### src/rtl/sdram_rd_pkg.sv
package sdram_rd_pkg;

    // Deepest CAS latency supported; tag pipeline depth.
    localparam int MAX_CL = 3;

    typedef enum logic [1:0] {
        BL_1 = 2'd0,
        BL_2 = 2'd1,
        BL_4 = 2'd2,
        BL_8 = 2'd3
    } bl_code_e;

    // Number of words in a fixed burst.
    function automatic logic [3:0] bl_words(input bl_code_e code);
        return 4'd1 << code;
    endfunction

    // Low-column mask of the burst-aligned block.
    function automatic logic [2:0] bl_mask(input bl_code_e code);
        return 3'(bl_words(code) - 4'd1);
    endfunction

    // Sequential step inside the aligned block.
    function automatic logic [2:0] wrap_low(input logic [2:0] low, input logic [2:0] mask);
        return (low & ~mask) | ((low + 3'd1) & mask);
    endfunction

endpackage

### src/rtl/sdram_rd_cmd.sv
module sdram_rd_cmd #(
    parameter int BANK_W = 2,
    parameter int COL_W  = 8
) (
    input  logic              clk,
    input  logic              rst,
    input  logic              req_valid,
    input  logic [BANK_W-1:0] req_bank,
    input  logic [COL_W-1:0]  req_col,
    input  logic              req_ap,
    output logic              cmd_read,
    output logic [BANK_W-1:0] cmd_bank,
    output logic [COL_W-1:0]  cmd_col,
    output logic              cmd_ap
);

    always_ff @(posedge clk) begin
        if (rst) begin
            cmd_read <= 1'b0;
            cmd_bank <= '0;
            cmd_col  <= '0;
            cmd_ap   <= 1'b0;
        end else begin
            cmd_read <= req_valid;
            if (req_valid) begin
                cmd_bank <= req_bank;
                cmd_col  <= req_col;
                cmd_ap   <= req_ap;
            end
        end
    end

endmodule

### src/rtl/sdram_rd_burst.sv
module sdram_rd_burst
    import sdram_rd_pkg::*;
#(
    parameter int COL_W = 8,
    parameter int ID_W  = 4
) (
    input  logic             clk,
    input  logic             rst,
    input  logic             load,
    input  logic [COL_W-1:0] ld_col,
    input  logic [ID_W-1:0]  ld_id,
    input  logic             stop,
    input  bl_code_e         bl,
    input  logic             full,
    output logic             tag_valid,
    output logic             tag_last,
    output logic [ID_W-1:0]  tag_id,
    output logic [COL_W-1:0] tag_col
);

    logic             act;
    logic             full_r;
    logic [2:0]       mask_r;
    logic [2:0]       left;
    logic [COL_W-1:0] col;
    logic [ID_W-1:0]  id;
    logic             fixed_end;

    assign fixed_end = !full_r && (left == 3'd0);
    assign tag_valid = act;
    assign tag_last  = act && (fixed_end || load || stop);
    assign tag_id    = id;
    assign tag_col   = col;

    always_ff @(posedge clk) begin
        if (rst) begin
            act    <= 1'b0;
            full_r <= 1'b0;
            mask_r <= '0;
            left   <= '0;
            col    <= '0;
            id     <= '0;
        end else if (load) begin
            act    <= 1'b1;
            full_r <= full;
            mask_r <= bl_mask(bl);
            left   <= bl_mask(bl);
            col    <= ld_col;
            id     <= ld_id;
        end else if (stop) begin
            act <= 1'b0;
        end else if (act) begin
            if (fixed_end) begin
                act <= 1'b0;
            end else begin
                if (full_r) begin
                    col <= col + 1'b1;
                end else begin
                    col  <= {col[COL_W-1:3], wrap_low(col[2:0], mask_r)};
                    left <= left - 3'd1;
                end
            end
        end
    end

    // Checker counter: index of the current word within its burst.
    logic [3:0] chk_idx;
    always_ff @(posedge clk) begin
        if (rst || load) chk_idx <= '0;
        else if (act && chk_idx != 4'hF) chk_idx <= chk_idx + 4'd1;
    end

    // a fixed burst never produces a ninth word
    a_r4_fixed_len: assert property (@(posedge clk) disable iff (rst)
        (act && !full_r) |-> (chk_idx < 4'd8));

    // stop without a request ends the burst
    a_r8_stop_ends: assert property (@(posedge clk) disable iff (rst)
        (stop && !load) |=> !tag_valid);

endmodule

### src/rtl/sdram_rd_capture.sv
module sdram_rd_capture
    import sdram_rd_pkg::*;
#(
    parameter int DQ_W  = 16,
    parameter int COL_W = 8,
    parameter int ID_W  = 4
) (
    input  logic             clk,
    input  logic             rst,
    input  logic             cl3,
    input  logic             tag_valid,
    input  logic             tag_last,
    input  logic [ID_W-1:0]  tag_id,
    input  logic [COL_W-1:0] tag_col,
    input  logic [DQ_W-1:0]  dq,
    output logic             pipe_busy,
    output logic             out_valid,
    output logic             out_last,
    output logic [ID_W-1:0]  out_id,
    output logic [COL_W-1:0] out_col,
    output logic [DQ_W-1:0]  out_data
);

    typedef struct packed {
        logic             valid;
        logic             last;
        logic [ID_W-1:0]  id;
        logic [COL_W-1:0] col;
    } tag_t;

    tag_t pipe [MAX_CL];
    tag_t tap;

    always_ff @(posedge clk) begin
        if (rst) pipe[0] <= '0;
        else     pipe[0] <= '{valid: tag_valid, last: tag_last, id: tag_id, col: tag_col};
    end

    for (genvar g = 1; g < MAX_CL; g++) begin : g_stage
        always_ff @(posedge clk) begin
            if (rst) pipe[g] <= '0;
            else     pipe[g] <= pipe[g-1];
        end
    end

    assign tap = cl3 ? pipe[MAX_CL-1] : pipe[MAX_CL-2];

    always_comb begin
        pipe_busy = 1'b0;
        for (int i = 0; i < MAX_CL; i++) pipe_busy = pipe_busy | pipe[i].valid;
    end

    always_ff @(posedge clk) begin
        if (rst) begin
            out_valid <= 1'b0;
            out_last  <= 1'b0;
            out_id    <= '0;
            out_col   <= '0;
            out_data  <= '0;
        end else begin
            out_valid <= tap.valid;
            out_last  <= tap.valid && tap.last;
            out_id    <= tap.valid ? tap.id  : '0;
            out_col   <= tap.valid ? tap.col : '0;
            out_data  <= tap.valid ? dq      : '0;
        end
    end

    // within a burst the words are back to back
    a_r2_no_gap: assert property (@(posedge clk) disable iff (rst)
        (out_valid && !out_last) |=> out_valid);

endmodule

### src/rtl/sdram_rd_seq.sv
module sdram_rd_seq
    import sdram_rd_pkg::*;
#(
    parameter int BANK_W = 2,
    parameter int COL_W  = 8,
    parameter int ID_W   = 4,
    parameter int DQ_W   = 16
) (
    input  logic              clk,
    input  logic              rst,
    input  logic              cfg_cl3,
    input  logic [1:0]        cfg_bl,
    input  logic              cfg_full,
    input  logic              req_valid,
    input  logic [BANK_W-1:0] req_bank,
    input  logic [COL_W-1:0]  req_col,
    input  logic              req_ap,
    input  logic [ID_W-1:0]   req_id,
    input  logic              stop,
    input  logic [DQ_W-1:0]   dq,
    output logic              cmd_read,
    output logic [BANK_W-1:0] cmd_bank,
    output logic [COL_W-1:0]  cmd_col,
    output logic              cmd_ap,
    output logic              out_valid,
    output logic              out_last,
    output logic [ID_W-1:0]   out_id,
    output logic [COL_W-1:0]  out_col,
    output logic [DQ_W-1:0]   out_data
);

    localparam int NUM_COLS = 2 ** COL_W;

    logic             tag_valid, tag_last, pipe_busy, busy;
    logic [ID_W-1:0]  tag_id;
    logic [COL_W-1:0] tag_col;

    // Configuration held while anything is in flight.
    logic     cl3_q, full_q, cl3_e, full_e;
    bl_code_e bl_q, bl_e;

    assign busy   = tag_valid || pipe_busy;
    assign cl3_e  = busy ? cl3_q  : cfg_cl3;
    assign full_e = busy ? full_q : cfg_full;
    assign bl_e   = busy ? bl_q   : bl_code_e'(cfg_bl);

    always_ff @(posedge clk) begin
        if (rst) begin
            cl3_q  <= 1'b0;
            full_q <= 1'b0;
            bl_q   <= BL_1;
        end else if (!busy) begin
            cl3_q  <= cfg_cl3;
            full_q <= cfg_full;
            bl_q   <= bl_code_e'(cfg_bl);
        end
    end

    sdram_rd_cmd #(.BANK_W(BANK_W), .COL_W(COL_W)) u_cmd (
        .clk      (clk),
        .rst      (rst),
        .req_valid(req_valid),
        .req_bank (req_bank),
        .req_col  (req_col),
        .req_ap   (req_ap),
        .cmd_read (cmd_read),
        .cmd_bank (cmd_bank),
        .cmd_col  (cmd_col),
        .cmd_ap   (cmd_ap)
    );

    sdram_rd_burst #(.COL_W(COL_W), .ID_W(ID_W)) u_burst (
        .clk      (clk),
        .rst      (rst),
        .load     (req_valid),
        .ld_col   (req_col),
        .ld_id    (req_id),
        .stop     (stop),
        .bl       (bl_e),
        .full     (full_e),
        .tag_valid(tag_valid),
        .tag_last (tag_last),
        .tag_id   (tag_id),
        .tag_col  (tag_col)
    );

    sdram_rd_capture #(.DQ_W(DQ_W), .COL_W(COL_W), .ID_W(ID_W)) u_cap (
        .clk      (clk),
        .rst      (rst),
        .cl3      (cl3_q),
        .tag_valid(tag_valid),
        .tag_last (tag_last),
        .tag_id   (tag_id),
        .tag_col  (tag_col),
        .dq       (dq),
        .pipe_busy(pipe_busy),
        .out_valid(out_valid),
        .out_last (out_last),
        .out_id   (out_id),
        .out_col  (out_col),
        .out_data (out_data)
    );

    // the READ on the bus and the first tracked word agree on column
    a_r1_word0_col: assert property (@(posedge clk) disable iff (rst)
        cmd_read |-> (tag_valid && tag_col == cmd_col));

    initial begin
        a_cols: assert (NUM_COLS >= 8);
    end

endmodule

### config.mk
export PLATFORM = sky130hd
export DESIGN_NAME = sdram_rd_seq
export DESIGN_NICKNAME = d
export VERILOG_FILES = /design/src/rtl/sdram_rd_pkg.sv /design/src/rtl/sdram_rd_cmd.sv /design/src/rtl/sdram_rd_burst.sv /design/src/rtl/sdram_rd_capture.sv /design/src/rtl/sdram_rd_seq.sv
export SDC_FILE = /design/constraint.sdc
export NUM_CORES = 1
export LEC_CHECK = 0
export ABC_AREA = 1
export BUFFER_PORTS_ARGS = -buffer_cell sky130_fd_sc_hd__buf_4
export CAP_MARGIN = 20
export CORE_MARGIN = 4
export CORE_UTILIZATION = 40
export DETAILED_ROUTE_END_ITERATION = 6
export HOLD_SLACK_MARGIN = 0.05
export PLACE_DENSITY = 0.63
export SLEW_MARGIN = 40
export SYNTH_ARGS = -nofsm -noshare
export SYNTH_HDL_FRONTEND = slang
export SYNTH_SLANG_ARGS = --single-unit
### constraint.sdc
create_clock -name clk -period 1.6 [get_ports clk]
set_input_delay 0.16 -clock clk [delete_from_list [all_inputs] [get_ports clk]]
set_output_delay 0.16 -clock clk [all_outputs]
set_load 0.005 [all_outputs]
==> metrics.md, run 1 <==
| Metric | Value |
|---|---|
| Slew Viols, Final | 0 |
| Max Cap Viol | 0 |
| Post-Synth Simple-Gate Area | 22.35% |
| Core area | 9240 um^2 |
| Synth unique cells | 25 |
| Worst hold path type | input port to flop |
| Via density | 4.280 |
| CTS tree | built |
| Post-synthesis compound-gate area fraction | between 8 and 9% |
| Async SR Flop Fraction | 0% |
| Setup TNS | 0 ns |
| IO Pins | 81 |
| Area grow syn2layout | 29.66% |
| Tmin final | roughly 1.4 ns |
| Top post-synthesis cells by count | dfxtp_1, nor2_1, inv_1, nand2_1, a21oi_1 |
| RSZ-0062 raised after global routing | no |
| Fin Clk Skew | between 0.015 and 0.02 ns |
| Crit path from | u_burst.left[0] |
| DP HPWL | 5135 um |
| Routed via count | between 2000 and 3000 |
| Most frequent cell after synthesis | dfxtp_1 |
| GRT Total Usage | ~14% |
| NumNets Final | 604 |
| Mux cell area share after synthesis | 0% |
| Final Hold Violating Endpoints | 0 |
| Worst setup SP type | flop |
| Adder-Cell Fraction of Synth Area | 0.9888% |
| Die width | 105.4 um |
| Fillers | between 800 and 900 |
| Synth Area in XOR/XNOR | 0.2307% |
| Yosys top cell by area | dfxtp_1 |
| Initial DRC Count | between 80 and 90 |
| Critical Path RT | 1.86 ns |
| Clk sinks | approximately 110 |
| Resized Gates After CTS | 0 |
| Vias in the first global route | approximately 2900 |
| Dpl ws | 0.2900 ns |
| Inserted Clock Buffers | 9 |
| Slew headroom | 68.45% |
| Synth area leaders | dfxtp_1, nor2_1, inv_1 |
| Die area | about 11000 um^2 |
| Setup CP Type | flop to flop |
| FF-to-FF Start | u_burst.left[0] |
| FF+latch count, synth | between 100 and 150 |
| H-tree depth | 3 |
| Grt ovf | 0 |
| Setup Fix Bufs, Post-CTS | 0 |
| Synthesis Warnings | 0 |
| Maximum net fanout on the critical path | 5 |
| Largest net degree at the start of global routing | 39 |
| Inserted Diodes | 0 |
| Mean post-synth cell area | slightly above 8 um^2 |
| Port buffer count | 80 |
| Post-synth EDFFs | 0 |
| Longest Clk Path Bufs | 2 |
| HP Start | req_col[7] |
| First-pass GRT wire length | roughly 12000 um |
| Main combinational cell family by area after synthesis | simple AND/OR/NAND/NOR gates |
| Detailed-route DRC error count | 0 |
| Pwr Density | between 1000 and 1500 nW/um^2 |
| Worst vdd ir | approximately 0.00073 V |
| GP Congestion | between 0.8 and 0.9 |
| Share of cells above drive strength 1 | a little over a fifth |
| Mapped Area | about 3800 um^2 |
| Crit. End Element | flop |
| WP data arrival | roughly 1.6 ns |
| Period utilisation layout | between 80% and 90% |
| Final setup violation count | 0 |
| Drt first pass iters | 4 |
| Initial antenna violation count | 0 |
| Clock slew at reported path FFs | 0.10 ns |
| Post-synth net total | 503 |
| Slew at the pin with the worst max-slew slack | 0.4718 ns |
| Synthesized instance count | ~460 |
| Final WS setup | approximately 0.25 ns |
| Starting Density | between 40% and 50% |
| Max Fclk | 0.7402 GHz |
| Die Span Y | ~110 um |
| Post-route ant nets | 0 |
| Main synth FF type | dfxtp_1 |
| Post-Route WL | between 7000 and 8000 um |
| Root Driver | clkbuf_8 |
| Outcome | finished clean |
| Sequential fraction of the synthesis area | a little under three fifths |
| Leakage | between 2 and 2.5 nW |
| Synth top area share | between 50 and 60% |
| Worst skew pair latency | about 0.36 ns |
| FP Rows | 35 |
| Routed wire per std cell | 10.61 um |
==> layout by cell type, fill, tap and decap left out, types with 5 or more instances in the layout <==
cell           netlist  routed
buf_4                3      82
inv_1               74      74
nand2_1             53      53
dfxtp_1            108     108
nor2_4              10      10
a21oi_1             38      38
nor2_2               5       5
clkbuf_8             0      10
dlygate4sd3_1        0      24
nand3_1             16      16
nor2_1             101     101
o21ai_0             18      18
==> worst max-delay path, cell delays in order, from the launching register on <==
cell and delay (ns):
dfxtp_1 0.32, inv_1 0.08, ha_1 0.20, nand3_1 0.08, nand2_1 0.08, nand2_2 0.11, nand2_2 0.10, inv_1 0.10
nand2_1 0.06, nor2_1 0.09, nor2_1 0.04
==> where the power goes <==
part           switching [W]  total [W]  internal [W]
combinational       0.000329   0.000606      0.000277
clock               0.000891    0.00151      0.000617
sequential         0.0000539    0.00286       0.00281
total                0.00127    0.00498       0.00370
==> state kept, by name (all words and copies together), names as in the netlist, 2 cells and up, named ones only <==
| register | count |
|---|---|
| u_cap.out_id | 4 |
| u_burst.mask_r | 3 |
| u_cmd.cmd_col | 8 |
| u_burst.tag_col | 6 |
| u_cap.out_data | 16 |
| u_burst.tag_id | 4 |
| u_burst.left | 3 |
| bl_q | 2 |
| u_cap.pipe | 42 |
| u_cap.out_col | 8 |
| u_cmd.cmd_bank | 2 |
==> cell families after synthesis <==
family / Yosys count
adder cells (fa/ha/maj): 3
XOR/XNOR: 1
flip-flops: 108
buffers and inverters: 96
AO/OA/AOI/OAI: 62
AND/OR/NAND/NOR: 191
==> path summary, 6_finish.rpt <==
| check | end | slack (ns) | depth (start not counted) |
|---|---|---|---|
| max | u_burst.left[0] | 0.25 | 10 |
| min | u_cmd.cmd_col[7] | 0.07 | 3 |
| max reg2reg | u_burst.left[0] | 0.25 | 10 |
| min reg2reg | u_cap.pipe[1][2] | 0.39 | 2 |
==> final cells by class <==
cell class | count | area (um^2) | share of cell area [%]
clock inverters | 6 | 45.04 | 0.9151
inverters | 78 | 292.8 | 5.948
clock buffers | 10 | 137.6 | 2.796
flip-flops and latches | 108 | 2162 | 43.92
repair buffers | 108 | 895.9 | 18.20
well taps | 129 | 161.4 | 3.279
multi-input cells | 257 | 1227 | 24.94
==> through the flow <==
stage	utilization (%)	hold WS [ns]	cells	instance area (um^2)	total power, W
floorplan	-	0.2358	461	3796	0.003277
global placement	48.69	0.3758	656	4499	0.003472
detailed placement	48.69	0.3803	656	4499	0.003487
CTS	53.27	0.05231	696	4922	0.005043
global route	53.27	0.05008	696	4922	0.005236
finish	53.27	0.06873	696	4922	0.004978
==> repair_timing <==
item	in CTS	in global routing
hold buffers	24	0
setup endpoints to repair	0	0
hold endpoints to repair	24	0
==> layer usage <==
layer,GRT usage (%),share of wire [%],vias to the layer above
li1,-,-,1590
met1,15.81,46,1297
met2,23.68,47,83
met3,4.532,5.0,9
met4,4.311,1.4,0
met5,0,0,-
(Power assumes the default switching activity.)
==> run 2: changes to the inputs <==
Clock period 1.6 ns to 1.3 ns, I/O delays scaled along.
==> metrics.md, run 2 (synthesized netlist as in run 1, its figures left out) <==
| Metric | Value |
|---|---|
| Crit. End Element | flop (unchanged) |
| Worst hold path type | input port to flop (unchanged) |
| HP Start | req_col[2] (was req_col[7]) |
| Largest net degree at the start of global routing | 44 (was 39) |
| Max FFs per register | 42 (unchanged) |
| Tmin final | 1.213 ns (was 1.351 ns) |
| Most common cell after layout, fill and taps aside | dfxtp_1 (unchanged) |
| Vias in the first global route | 2985 (was 2876) |
| Share of cells above drive strength 1 | 24.83% (was 21.69%) |
| Worst path max stage delay | 0.34 ns (was 0.32 ns) |
| Final Hold Violating Endpoints | 0 (unchanged) |
| Final hold slack | 0.07712 ns (was 0.06873 ns) |
| Drt first pass iters | 4 (unchanged) |
| RR Endpoint | u_burst.left[0] (unchanged) |
| Leakage | 2.335 nW (was 2.267 nW) |
| Hold path depth | 3 (unchanged) |
| Outcome | finished clean (unchanged) |
| Placed insts | 660 (was 656) |
| Detailed-route DRC error count | 0 (unchanged) |
| Fin Clk Skew | 0.01264 ns (was 0.01519 ns) |
| Die width | 105.4 um (unchanged) |
| FF-to-FF Start | u_burst.left[0] (unchanged) |
| Initial DRC Count | 97 (was 89) |
| Initial antenna violation count | 0 (unchanged) |
| Inserted Clock Buffers | 9 (unchanged) |
| Top flop regs | u_cap.pipe x42, u_cap.out_data x16 (unchanged) |
| H-tree depth | 3 (unchanged) |
| Slowest CP cell | dfxtp_2 (was dfxtp_1) |
| IO Pins | 81 (unchanged) |
| Setup CP Type | flop to flop (unchanged) |
| Slew headroom | 69.46% (was 68.45%) |
| Dpl ws | -0.03823 ns (was 0.2900 ns) |
| Reg2reg setup slack | 0.09 ns (was 0.25 ns) |
| R2r worst-path depth | 10 (unchanged) |
| Area grow syn2layout | 33.68% (was 29.66%) |
| Final std cells w/o fill | 705 (was 696) |
| Slew Viols, Final | 0 (unchanged) |
| Pwr Density | 1243 nW/um^2 (was 1011 nW/um^2) |
| Grt ovf | 0 (unchanged) |
| Starting Density | 41.08% (unchanged) |
| Clock slew at reported path FFs | 0.11 ns (was 0.10 ns) |
| DP HPWL | 4961 um (was 5135 um) |
| Critical Path RT | 1.56 ns (was 1.86 ns) |
| FP Rows | 35 (unchanged) |
| First-pass GRT wire length | 12880 um (was 12460 um) |
| WP data arrival | 1.47 ns (was 1.61 ns) |
| Final WS setup | 0.08722 ns (was 0.2491 ns) |
| Final setup violation count | 0 (unchanged) |
| Via density | 4.301 (was 4.280) |
| Design area | 5075 um^2 (was 4922 um^2) |
| Max Cap Viol | 0 (unchanged) |
| Maximum net fanout on the critical path | 5 (unchanged) |
| Commonest cells after routing, fill and taps aside | dfxtp_1, nor2_1, buf_4 (unchanged) |
| Slew at the pin with the worst max-slew slack | 0.4575 ns (was 0.4718 ns) |
| Core area | 9240 um^2 (unchanged) |
| Clk sinks | 108 (unchanged) |
| Routed wire per std cell | 10.62 um (was 10.61 um) |
| Routed via count | 3032 (was 2979) |
| Crit path cell chain | inv_2 -> ha_2 -> nand3_2 -> nand2_2 -> nand2_4 -> nand2_4 -> inv_2 -> nand2_1 -> nor2_1 -> nor2_1 (was inv_1 -> ha_1 -> nand3_1 -> nand2_1 -> nand2_2 -> nand2_2 -> inv_1 -> nand2_1 -> nor2_1 -> nor2_1) |
| Worst vdd ir | 0.0007218 V (was 0.0007309 V) |
| Die Span Y | 105.4 um (unchanged) |
| Post-Route WL | 7490 um (was 7387 um) |
| Worst setup SP type | flop (unchanged) |
| Inserted Diodes | 0 (unchanged) |
| GRT Total Usage | 14.01% (was 13.64%) |
| Port buffer count | 80 (unchanged) |
| Max Fclk | 0.8246 GHz (was 0.7402 GHz) |
| Longest Clk Path Bufs | 2 (unchanged) |
| Die area | 11110 um^2 (unchanged) |
| DP Area | 4542 um^2 (was 4499 um^2) |
| Largest register by flop count | u_cap.pipe (unchanged) |
| RSZ-0062 raised after global routing | yes (was no) |
| Post-route ant nets | 0 (unchanged) |
| WHS Endpoint | u_cmd.cmd_col[2] (was u_cmd.cmd_col[7]) |
| Pwr Total | 0.006310 W (was 0.004978 W) |
| CTS tree | built (unchanged) |
| GP Congestion | 0.8738 (was 0.8613) |
| Worst skew pair latency | 0.36 ns (about the same) |
| Root Driver | clkbuf_8 (unchanged) |
| Period utilisation layout | 93.29% (was 84.43%) |
| NumNets Final | 613 (was 604) |
-- run 2: cell types whose count changed in the layout (fill, tap and decap cells not counted), sizes merged --
cell | previous run | this run
dlygate4sd3 | 24 | 28
inv | 80 | 82
buf | 84 | 89
clkinvlp | 3 | 1
clkbuf | 10 | 9
clkinv | 1 | 2
-- run 2: stage by stage --
| step | util [%] | TNS (ns) |
|---|---|---|
| 3_3_place_gp | 49.15 | 0 |
| 3_5_place_dp | 49.15 | -0.03823 |
| 2_1_floorplan | - | 0 |
| 6_report | 54.92 | 0 |
| 5_1_grt | 54.92 | -0.005665 |
| 4_1_cts | 54.60 | 0 |
-- run 2: area by class of cell --
cell class | count | area [um^2]
Clock buffer | 9 | 123.9
Clock inverter | 7 | 77.57
Fill cell | 858 | 4165
Inverter | 78 | 292.8
Multi-Input combinational cell | 257 | 1266
Sequential cell | 108 | 2167
Tap cell | 129 | 161.4
Timing Repair Buffer | 117 | 985.9
-- run 2: worst max path at each step --
stage / slack [ns] / from / end / cells after the start
global route: -0.006 / flop / u_burst.tag_col[5] / 5
floorplan: 0.14 / u_burst.left[0] / u_burst.left[0] / 10
finish: 0.09 / u_burst.left[0] / u_burst.left[0] / 10
detailed placement: -0.04 / u_burst.left[0] / u_burst.left[0] / 10
global placement: 0.06 / u_burst.left[0] / u_burst.left[0] / 10
CTS: 0.02 / u_burst.left[0] / u_burst.left[0] / 10
-- run 2: report_power, final --
part | switching, W | internal [W]
Sequential | 0.0000724 | 0.00346
Clock | 0.00121 | 0.000763
Combinational | 0.000420 | 0.000385
-- run 2: what timing repair did --
action	CTS	global route
gates resized for setup	6	13
pin swaps	2	3
setup buffers	1	0
hold buffers	28	0
endpoints found under the setup margin	2	9
hold endpoints to repair	30	0
-- run 2: critical path: cells and delay by family (launching register included) --
kind	cells	cell delay [ns]
fa+ha+maj	1	0.17
buf+inv	2	0.11
flops	1	0.34
simple gates	7	0.49
-- run 2: layer usage --
layer	vias to the layer above	share of wire, %	global-route usage (%)
li1	1613	-	-
met1	1313	45	16.14
met2	96	48	24.27
met3	10	6.2	5.205
met4	0	1.2	3.936
met5	-	0	0
